## config.mk

```make
export PLATFORM = sky130hd
export DESIGN_NAME = i2c_bus_unstick
export DESIGN_NICKNAME = d
export VERILOG_FILES = /design/src/rtl/unstick_pkg.sv /design/src/rtl/unstick_sync.sv /design/src/rtl/unstick_phase_timer.sv /design/src/rtl/unstick_watchdog.sv /design/src/rtl/i2c_bus_unstick.sv
export SDC_FILE = /design/constraint.sdc
export NUM_CORES = 1
export LEC_CHECK = 0
export CAP_MARGIN = 20
export CELL_PAD_IN_SITES_DETAIL_PLACEMENT = 1
export CELL_PAD_IN_SITES_GLOBAL_PLACEMENT = 2
export CORE_MARGIN = 2
export CORE_UTILIZATION = 32
export CTS_BUF_LIST = sky130_fd_sc_hd__clkbuf_16
export DETAILED_ROUTE_END_ITERATION = 7
export GPL_TIMING_DRIVEN = 1
export PLACE_DENSITY = 0.74
export SKIP_CTS_REPAIR_TIMING = 1
export SLEW_MARGIN = 20
export SYNTH_ARGS = -nofsm -noshare
export SYNTH_HDL_FRONTEND = slang
export SYNTH_HIERARCHICAL = 1
export SYNTH_SLANG_ARGS = --single-unit
```

## constraint.sdc

```tcl
create_clock -name clk -period 2.3 [get_ports clk]
set_input_delay 0.46 -clock clk [delete_from_list [all_inputs] [get_ports clk]]
set_output_delay 0.46 -clock clk [all_outputs]
set_load 0.1 [all_outputs]
```

## src/rtl/unstick_pkg.sv

```systemverilog
package unstick_pkg;
    typedef enum logic [2:0] {
        S_IDLE,
        S_PULSE_LO,
        S_PULSE_HI,
        S_STOP_LO,
        S_STOP_HI,
        S_STOP_REL
    } seq_state_t;
endpackage

```

## src/rtl/unstick_sync.sv

```systemverilog
module unstick_sync #(
    parameter int WIDTH  = 2,
    parameter int STAGES = 2
) (
    input  logic             clk,
    input  logic             rst_n,
    input  logic [WIDTH-1:0] d,
    output logic [WIDTH-1:0] q
);
    logic [WIDTH-1:0] chain [STAGES];

    for (genvar s = 0; s < STAGES; s++) begin : g_stage
        if (s == 0) begin : g_first
            always_ff @(posedge clk or negedge rst_n) begin
                if (!rst_n) chain[s] <= '1;
                else        chain[s] <= d;
            end
        end else begin : g_next
            always_ff @(posedge clk or negedge rst_n) begin
                if (!rst_n) chain[s] <= '1;
                else        chain[s] <= chain[s-1];
            end
        end
    end

    assign q = chain[STAGES-1];
endmodule

```

## src/rtl/unstick_phase_timer.sv

```systemverilog
module unstick_phase_timer #(
    parameter int HALF_CYCLES = 4
) (
    input  logic clk,
    input  logic rst_n,
    input  logic load,
    output logic expire
);
    localparam int CW = (HALF_CYCLES > 2) ? $clog2(HALF_CYCLES) : 1;

    logic [CW-1:0] remain;

    always_ff @(posedge clk or negedge rst_n) begin
        if (!rst_n)              remain <= '0;
        else if (load)           remain <= CW'(HALF_CYCLES - 1);
        else if (remain != '0)   remain <= remain - 1'b1;
    end

    assign expire = (remain == '0);

    AST_PHASE_BOUND: assert property (@(posedge clk) disable iff (!rst_n)
        remain <= CW'(HALF_CYCLES - 1));
endmodule

```

## src/rtl/unstick_watchdog.sv

```systemverilog
module unstick_watchdog #(
    parameter int LIMIT = 200
) (
    input  logic clk,
    input  logic rst_n,
    input  logic clear,
    input  logic active,
    input  logic tick,
    output logic expired
);
    localparam int CW = $clog2(LIMIT + 1);

    logic [CW-1:0] ticks;

    always_ff @(posedge clk or negedge rst_n) begin
        if (!rst_n)                            ticks <= '0;
        else if (clear)                        ticks <= '0;
        else if (active && tick && !expired)   ticks <= ticks + 1'b1;
    end

    assign expired = (ticks == CW'(LIMIT));

    AST_TICK_BOUND: assert property (@(posedge clk) disable iff (!rst_n)
        ticks <= CW'(LIMIT));
endmodule

```

## src/rtl/i2c_bus_unstick.sv

```systemverilog
module i2c_bus_unstick #(
    parameter int HALF_CYCLES   = 250,
    parameter int MAX_PULSES    = 9,
    parameter int TIMEOUT_TICKS = 200,
    parameter int SYNC_STAGES   = 2
) (
    input  logic       clk,
    input  logic       rst_n,
    input  logic       recover_cmd,
    input  logic       irq_clr_we,
    input  logic [1:0] irq_clr,
    input  logic       base_tick,
    input  logic       scl_in,
    input  logic       sda_in,
    output logic       scl_drive_low,
    output logic       sda_drive_low,
    output logic       line_scl,
    output logic       line_sda,
    output logic       busy,
    output logic       recov_done,
    output logic       recov_fail
);
    import unstick_pkg::*;

    localparam int PW = $clog2(MAX_PULSES + 1);

    seq_state_t    state, state_nx;
    logic [1:0]    lines_s;
    logic          phase_load, phase_done;
    logic          start_take, pulse_inc, set_ok, set_fail;
    logic          timed_out;
    logic [PW-1:0] pulse_cnt;

    unstick_sync #(.WIDTH(2), .STAGES(SYNC_STAGES)) u_sync (
        .clk   (clk),
        .rst_n (rst_n),
        .d     ({scl_in, sda_in}),
        .q     (lines_s)
    );
    assign line_scl = lines_s[1];
    assign line_sda = lines_s[0];

    unstick_phase_timer #(.HALF_CYCLES(HALF_CYCLES)) u_timer (
        .clk    (clk),
        .rst_n  (rst_n),
        .load   (phase_load),
        .expire (phase_done)
    );

    unstick_watchdog #(.LIMIT(TIMEOUT_TICKS)) u_wdog (
        .clk     (clk),
        .rst_n   (rst_n),
        .clear   (start_take),
        .active  (busy),
        .tick    (base_tick),
        .expired (timed_out)
    );

    // State register
    always_ff @(posedge clk or negedge rst_n) begin
        if (!rst_n) state <= S_IDLE;
        else        state <= state_nx;
    end

    // Next-state and event decode
    always_comb begin
        state_nx   = state;
        phase_load = 1'b0;
        start_take = 1'b0;
        pulse_inc  = 1'b0;
        set_ok     = 1'b0;
        set_fail   = 1'b0;
        unique case (state)
            S_IDLE: begin
                if (recover_cmd) begin
                    state_nx   = S_PULSE_LO;
                    phase_load = 1'b1;
                    start_take = 1'b1;
                end
            end
            S_PULSE_LO: begin
                if (phase_done) begin
                    state_nx   = S_PULSE_HI;
                    phase_load = 1'b1;
                end
            end
            S_PULSE_HI: begin
                if (phase_done) begin
                    pulse_inc = 1'b1;
                    if (line_sda) begin
                        state_nx   = S_STOP_LO;
                        phase_load = 1'b1;
                    end else if (pulse_cnt == PW'(MAX_PULSES - 1)) begin
                        state_nx = S_IDLE;
                        set_fail = 1'b1;
                    end else begin
                        state_nx   = S_PULSE_LO;
                        phase_load = 1'b1;
                    end
                end
            end
            S_STOP_LO: begin
                if (phase_done) begin
                    state_nx   = S_STOP_HI;
                    phase_load = 1'b1;
                end
            end
            S_STOP_HI: begin
                if (phase_done) begin
                    state_nx   = S_STOP_REL;
                    phase_load = 1'b1;
                end
            end
            S_STOP_REL: begin
                if (phase_done) begin
                    state_nx = S_IDLE;
                    set_ok   = 1'b1;
                end
            end
            default: state_nx = S_IDLE;
        endcase
        if (state != S_IDLE && timed_out) begin
            state_nx   = S_IDLE;
            set_ok     = 1'b0;
            set_fail   = 1'b1;
            phase_load = 1'b0;
            pulse_inc  = 1'b0;
        end
    end

    // Output decode
    always_comb begin
        scl_drive_low = 1'b0;
        sda_drive_low = 1'b0;
        unique case (state)
            S_PULSE_LO: scl_drive_low = 1'b1;
            S_STOP_LO: begin
                scl_drive_low = 1'b1;
                sda_drive_low = 1'b1;
            end
            S_STOP_HI:  sda_drive_low = 1'b1;
            default: ;
        endcase
    end
    assign busy = (state != S_IDLE);

    // Pulse counter
    always_ff @(posedge clk or negedge rst_n) begin
        if (!rst_n)          pulse_cnt <= '0;
        else if (start_take) pulse_cnt <= '0;
        else if (pulse_inc)  pulse_cnt <= pulse_cnt + 1'b1;
    end

    // Sticky flags, write-one-to-clear, set wins
    always_ff @(posedge clk or negedge rst_n) begin
        if (!rst_n) begin
            recov_done <= 1'b0;
            recov_fail <= 1'b0;
        end else begin
            recov_done <= set_ok   | (recov_done & ~(irq_clr_we & irq_clr[0]));
            recov_fail <= set_fail | (recov_fail & ~(irq_clr_we & irq_clr[1]));
        end
    end

    AST_PULSE_LIMIT: assert property (@(posedge clk) disable iff (!rst_n)
        pulse_cnt <= PW'(MAX_PULSES));
    AST_DONE_AFTER_RUN: assert property (@(posedge clk) disable iff (!rst_n)
        $rose(recov_done) |-> $past(busy) && !busy);
    AST_STOP_EDGE: assert property (@(posedge clk) disable iff (!rst_n)
        $fell(sda_drive_low) && busy |-> !scl_drive_low);
    AST_FAIL_NO_STOP: assert property (@(posedge clk) disable iff (!rst_n)
        $rose(recov_fail) && !$past(timed_out) |-> !$past(sda_drive_low));
    AST_TIMEOUT_ABORT: assert property (@(posedge clk) disable iff (!rst_n)
        busy && timed_out |=> !busy && recov_fail);
    AST_SDA_WITH_SCL: assert property (@(posedge clk) disable iff (!rst_n)
        $rose(sda_drive_low) |-> scl_drive_low);
endmodule

```

# After elaboration in Yosys (flattened, before gate mapping)
# Cells that the tools add are included.
# classes
n_addsub	3
n_eq_ne	13
mux	35
bitwise	8
n_reduce_logical	15
# op_table
op	n
two-way mux 8 bit	4
two-way mux 3 bit	7
two-way mux 1 bit	19
inequality test 3 bit, second input constant	6
one-hot mux 3 bit (6 select lines)	1
adder 8 x 1 -> 8 bit, second input constant	1
== test 8 bit, second input constant	1
zero test 8 bit	1
two-way mux 4 bit	2
nonzero test 8 bit	1
subtractor 8 x 1 -> 8 bit, second input constant	1
== test 3 x 2 -> 1 bit, second input constant	2
== test 3 bit, second input constant	2
AND reduction 6 bit	1
nonzero test 2 bit	3
adder 4 x 1 -> 4 bit, second input constant	1
AND 1 bit	4
== test 4 bit, second input constant	1
OR reduction 2 bit	2
== test 3 x 1 -> 1 bit, second input constant	1
logical AND 1 bit	3
zero test 3 bit	1
one-hot mux 1 bit (3 select lines)	1
nonzero test 3 bit	1
5 further kinds	7
# word_totals
ff_bits	29
input_bits	9
output_inout_bits	7
elab_cells	82

# Logic depth before layout (Yosys ltp)
# depth
ltp_word	7
depth_mapped	9

# Hierarchy
# Netlist, hierarchy kept.
# by_module_without_submodules
mod	instances	cells_per_inst	area_each_um2	seq_area_each_um2
i2c_bus_unstick	1	71	631.9	225.2
unstick_watchdog	1	50	473.0	200.2
unstick_phase_timer	1	43	446.7	200.2
unstick_sync	1	6	120.1	105.1

# Least setup slack after synthesis
# OpenSTA, ideal clock, no wires.
# synth_timing
path_kind	flip-flop to flip-flop
from	reg state[2]
to	reg u_timer.remain[3]
setup_ns	0.079
t_arrival_ns	2.536
t_required_ns	2.221
path_slack_ns	-0.316
path_stages_with_launch	7
period_less_slack_ns	2.616
path_cell_list	dfrtp_1 > buf_4 > nor2_1 > o31a_1 > o22a_1 > nor2b_1 > mux2i_1
# synth_between
elab_chain_cells	5
word_cells_on_any_way	12
classes_between	4 x eq/ne; 3 x mux; 5 x reduce/logical
# synth_rtl
item	line_no	text
start, declared	i2c_bus_unstick.sv:27	seq_state_t state, state_nx;
start signal, assigned	i2c_bus_unstick.sv:62	else state <= state_nx;
== test 3 bit, or another cell as far along	i2c_bus_unstick.sv:73	unique case (state)
OR reduction 3 bit (no line)	--	
one-hot mux 1 bit (3 select lines)	i2c_bus_unstick.sv:73	
two-way mux 1 bit *	i2c_bus_unstick.sv:122	if (state != S_IDLE && timed_out) begin
via phase_load	i2c_bus_unstick.sv:29	logic phase_load, phase_done;
two-way mux 8 bit or nonzero test 2 bit (tied branches)	--	
end signal, assigned	unstick_phase_timer.sv:15	else if (load) remain <= CW'(HALF_CYCLES - 1);
end signal, assigned	unstick_phase_timer.sv:16	else if (remain != '0) remain <= remain - 1'b1;
end, declared	unstick_phase_timer.sv:11	logic [CW-1:0] remain;
# The timed path passes the listed nets; every way through them passes the cells marked *.
# A chain may end at the register's enable or synchronous reset.

# Worst setup path in the final report
# layout_timing
from	reg u_timer.remain[1]
to	reg pulse_cnt[2]
# layout_between
elab_chain_cells	5
# layout_rtl
item	line_no	text
zero test 8 bit	unstick_phase_timer.sv:19	assign expire = (remain == '0);
via phase_done	i2c_bus_unstick.sv:29	
two-way mux 1 bit	i2c_bus_unstick.sv:88	if (phase_done) begin
two-way mux 1 bit	i2c_bus_unstick.sv:73	
two-way mux 1 bit	i2c_bus_unstick.sv:122	
nonzero test 2 bit (no line)	--	
end signal, assigned	i2c_bus_unstick.sv:151	else if (pulse_inc) pulse_cnt <= pulse_cnt + 1'b1;
end, declared	i2c_bus_unstick.sv:32	logic [PW-1:0] pulse_cnt;
# The timed path passes the listed nets, and every way through them passes these cells.

==> results_dict.tcl <==
set metrics [dict create \
    antenna_found_initial 0 \
    finalSetupViolations 0 \
    register_area_um2 731 \
    finalClockSkew_ns 0.00659 \
    critical-path-max-stage-delay_ns 0.50 \
    critPathMaxFanout 4 \
    cts_buffer_depth 2 \
    ys_top_cells_by_count "25 x dfrtp_1, 14 x inv_1, 14 x nor2_1" \
    areaGrowthSynthToFinish_pct 28.6 \
    fillers 582 \
    cp-start-kind "register" \
    die_w_um 76.3 \
    nets 213 \
    grt_pass1_wl_um 7650 \
    slew_headroom_pct 57.9 \
    slowest_stage "or4b_4" \
    ant_nets 0 \
    netlist_area_mm2 0.00167 \
    initial_core_util_pct 32.9 \
    fmax_ghz 0.460 \
    drc_errors 0 \
    coreArea_mm2 0.00507 \
    r2r_cells 9 \
    wl_um 4350 \
    cp_num_buf_inv 2 \
    clock-sinks 29 \
    finalHoldViolCount 0 \
    port_buffers 15 \
    yosys.area.top_type_share_pct 37.4 \
    hold_class "reg2reg" \
    cts_buffers 5 \
    io_pins 16 \
    synth.most_common_cell "dfrtp_1" \
    tightest_slew_ns 0.622 \
    dr_total_vias 1403 \
    clk_pin_slew_ns 0.05 \
    r2r-start "u_timer/remain[1]" \
    root_buffer "clkbuf_16" \
    rrSetupSlack_ns 0.13 \
    syn_nets 184 \
    leakage_nw 0.896 \
    path_depth 9 \
    drive_above_1_share_pct 26.5 \
    layout_min_cycle_time_ns 2.17 \
    drt_iter0_markers 85 \
    row_count 26 \
    dp.cells 262 \
    multiInputGateArea_um2 860 \
    crit_chain "inv_2, ha_2, or4b_4, nor2_4, buf_4, nand3b_2, nor4b_2, xnor2_1, nor2_1" \
    status "completed" \
    dp_hpwl_um 3190 \
    grt_max_degree 30 \
    final_util_pct 42.4 \
    die_area_mm2 0.00582 \
    crit_arrival_ns 2.32 \
    cts_tree "yes" \
    syn_avg_cell_area_um2 9.83 \
    hold_depth 0 \
    cpLargestDelayFamily "simple AND/OR/NAND/NOR gates" \
    netlist_instances 170 \
    gp_congestion 0.805 \
    required_ns 2.45 \
    cts_htree_levels 2 \
    peakVddDrop_v 0.000257 \
    synth.distinct_cells 56 \
    hold_ws_ns 0.357 \
    synth-seq-cells 29 \
    synthArstFlopShare_pct 100 \
    synth_area_leaders "dfrtp_1 37%, dfstp_2 6.3%, ha_1 3.7%" \
    crit_type "reg2reg" \
    synth_edf_count 0 \
    drtPass1Iterations 4 \
    vias_per_cell 5.20 \
    drv_cap 0 \
    p_per_area_mw_per_mm2 679 \
    finalPower_mw 1.46 \
    grt_pass1_vias 1558 \
    instances_no_fill 270 \
    synth_sequential_area_ratio_pct 43.7 \
    wire_per_inst_um 16.1 \
    grt_overflow 0 \
    synth_top_cell_by_area "dfrtp_1" \
    crit_path_end "pulse_cnt[2]" \
    finalCritPeriodShare_pct 94.5 \
    report.final.slew_viol_count 0 \
    r2r-end "pulse_cnt[2]" \
    fp.dieH_um 76.3 \
    yosys_warnings 6 \
    synthFlopType "dfrtp_1" \
    clk_latency_ns 0.27 \
    startpoint "u_timer/remain[1]" \
    grt_use_total_pct 16.3 \
    antenna_cells 0 \
    crit_path_end_kind "register" \
]
-- kinds of logic after synthesis --
logic type | after synthesis | synth area share, %
and+or+nand+nor | 66 | 25.9
AOI/OAI and AO/OA | 41 | 16.4
muxes | 4 | 2.54
buffers and inverters | 22 | 6.14
xor gates and xnor gates | 3 | 1.57
adders and majority gates | 5 | 3.74
DFF | 29 | 43.7
-- state kept, by name, summed over array words and instances, names as in the netlist --
| signal | count |
|---|---|
| u_timer/remain | 8 |
| state | 3 |
| u_sync/chain | 2 |
| pulse_cnt | 4 |
| u_wdog/ticks | 8 |
| u_sync/q | 2 |
| recov_fail | 1 |
| recov_done | 1 |
-- power by group --
group | internal, mW | switching (mW)
sequential | 0.570 | 0.0608
clock | 0.388 | 0.212
combinational | 0.103 | 0.127
-- placed cells by master (no fill, tap or decap), types with 3 or more instances in the layout --
master	n
nor2_1	12
o21ai_0	7
clkbuf_16	5
o31ai_1	3
buf_4	19
inv_1	14
or4_1	3
nand2_1	8
nor3_1	3
nand2b_1	4
ha_1	4
a31oi_1	3
dfstp_2	4
nor2b_1	3
or3_1	3
xnor2_1	3
nand3_1	5
dfrtp_1	25
buf_12	3
clkdlybuf4s50_1	8
a21oi_1	10
-- layout make-up --
class	count	area share, %
Clock buffer	5	5.82
Clock inverter	3	0.524
Inverter	14	2.44
Multi-Input combinational cell	119	40.0
Sequential cell	29	34.0
Tap cell	70	4.07
Timing Repair Buffer	30	13.2
-- metal layers --
layer | GRT usage, % | vias up | wire, um
met5 | 0 | - | 0
met4 | 5.45 | 0 | 48
met3 | 3.08 | 4 | 101
met2 | 27.3 | 17 | 2120
met1 | 21.1 | 701 | 2090
li1 | - | 681 | -
-- worst min-delay path by stage --
stage | from | end | slack [ns]
3_3_place_gp | u_sync/chain[3] | u_sync/q[1] | 0.35
6_report | u_sync/chain[2] | u_sync/q[0] | 0.36
4_1_cts | u_sync/chain[2] | u_sync/q[0] | 0.36
3_5_place_dp | u_sync/chain[2] | u_sync/q[0] | 0.35
5_1_grt | u_sync/chain[2] | u_sync/q[0] | 0.37
2_1_floorplan | rst_n | pulse_cnt[0] | 0.16
-- worst reg2reg max path: stages (launching register included) --
cell and delay [ns]:
dfrtp_1 0.41, inv_2 0.08, ha_2 0.17, or4b_4 0.50
nor2_4 0.11, buf_4 0.13, nand3b_2 0.14, nor4b_2 0.31
xnor2_1 0.16, nor2_1 0.05
-- metrics by stage --
step	setup slack, ns	area [um2]	setup TNS (ns)
4_1_cts	0.0301	2130	0
3_5_place_dp	0.0662	1990	0
6_report	0.127	2150	0
5_1_grt	-0.00523	2150	-0.00523
3_3_place_gp	0.0979	1990	0
2_1_floorplan	0.114	1680	0
Note: power is estimated with default switching activity, not from simulation.
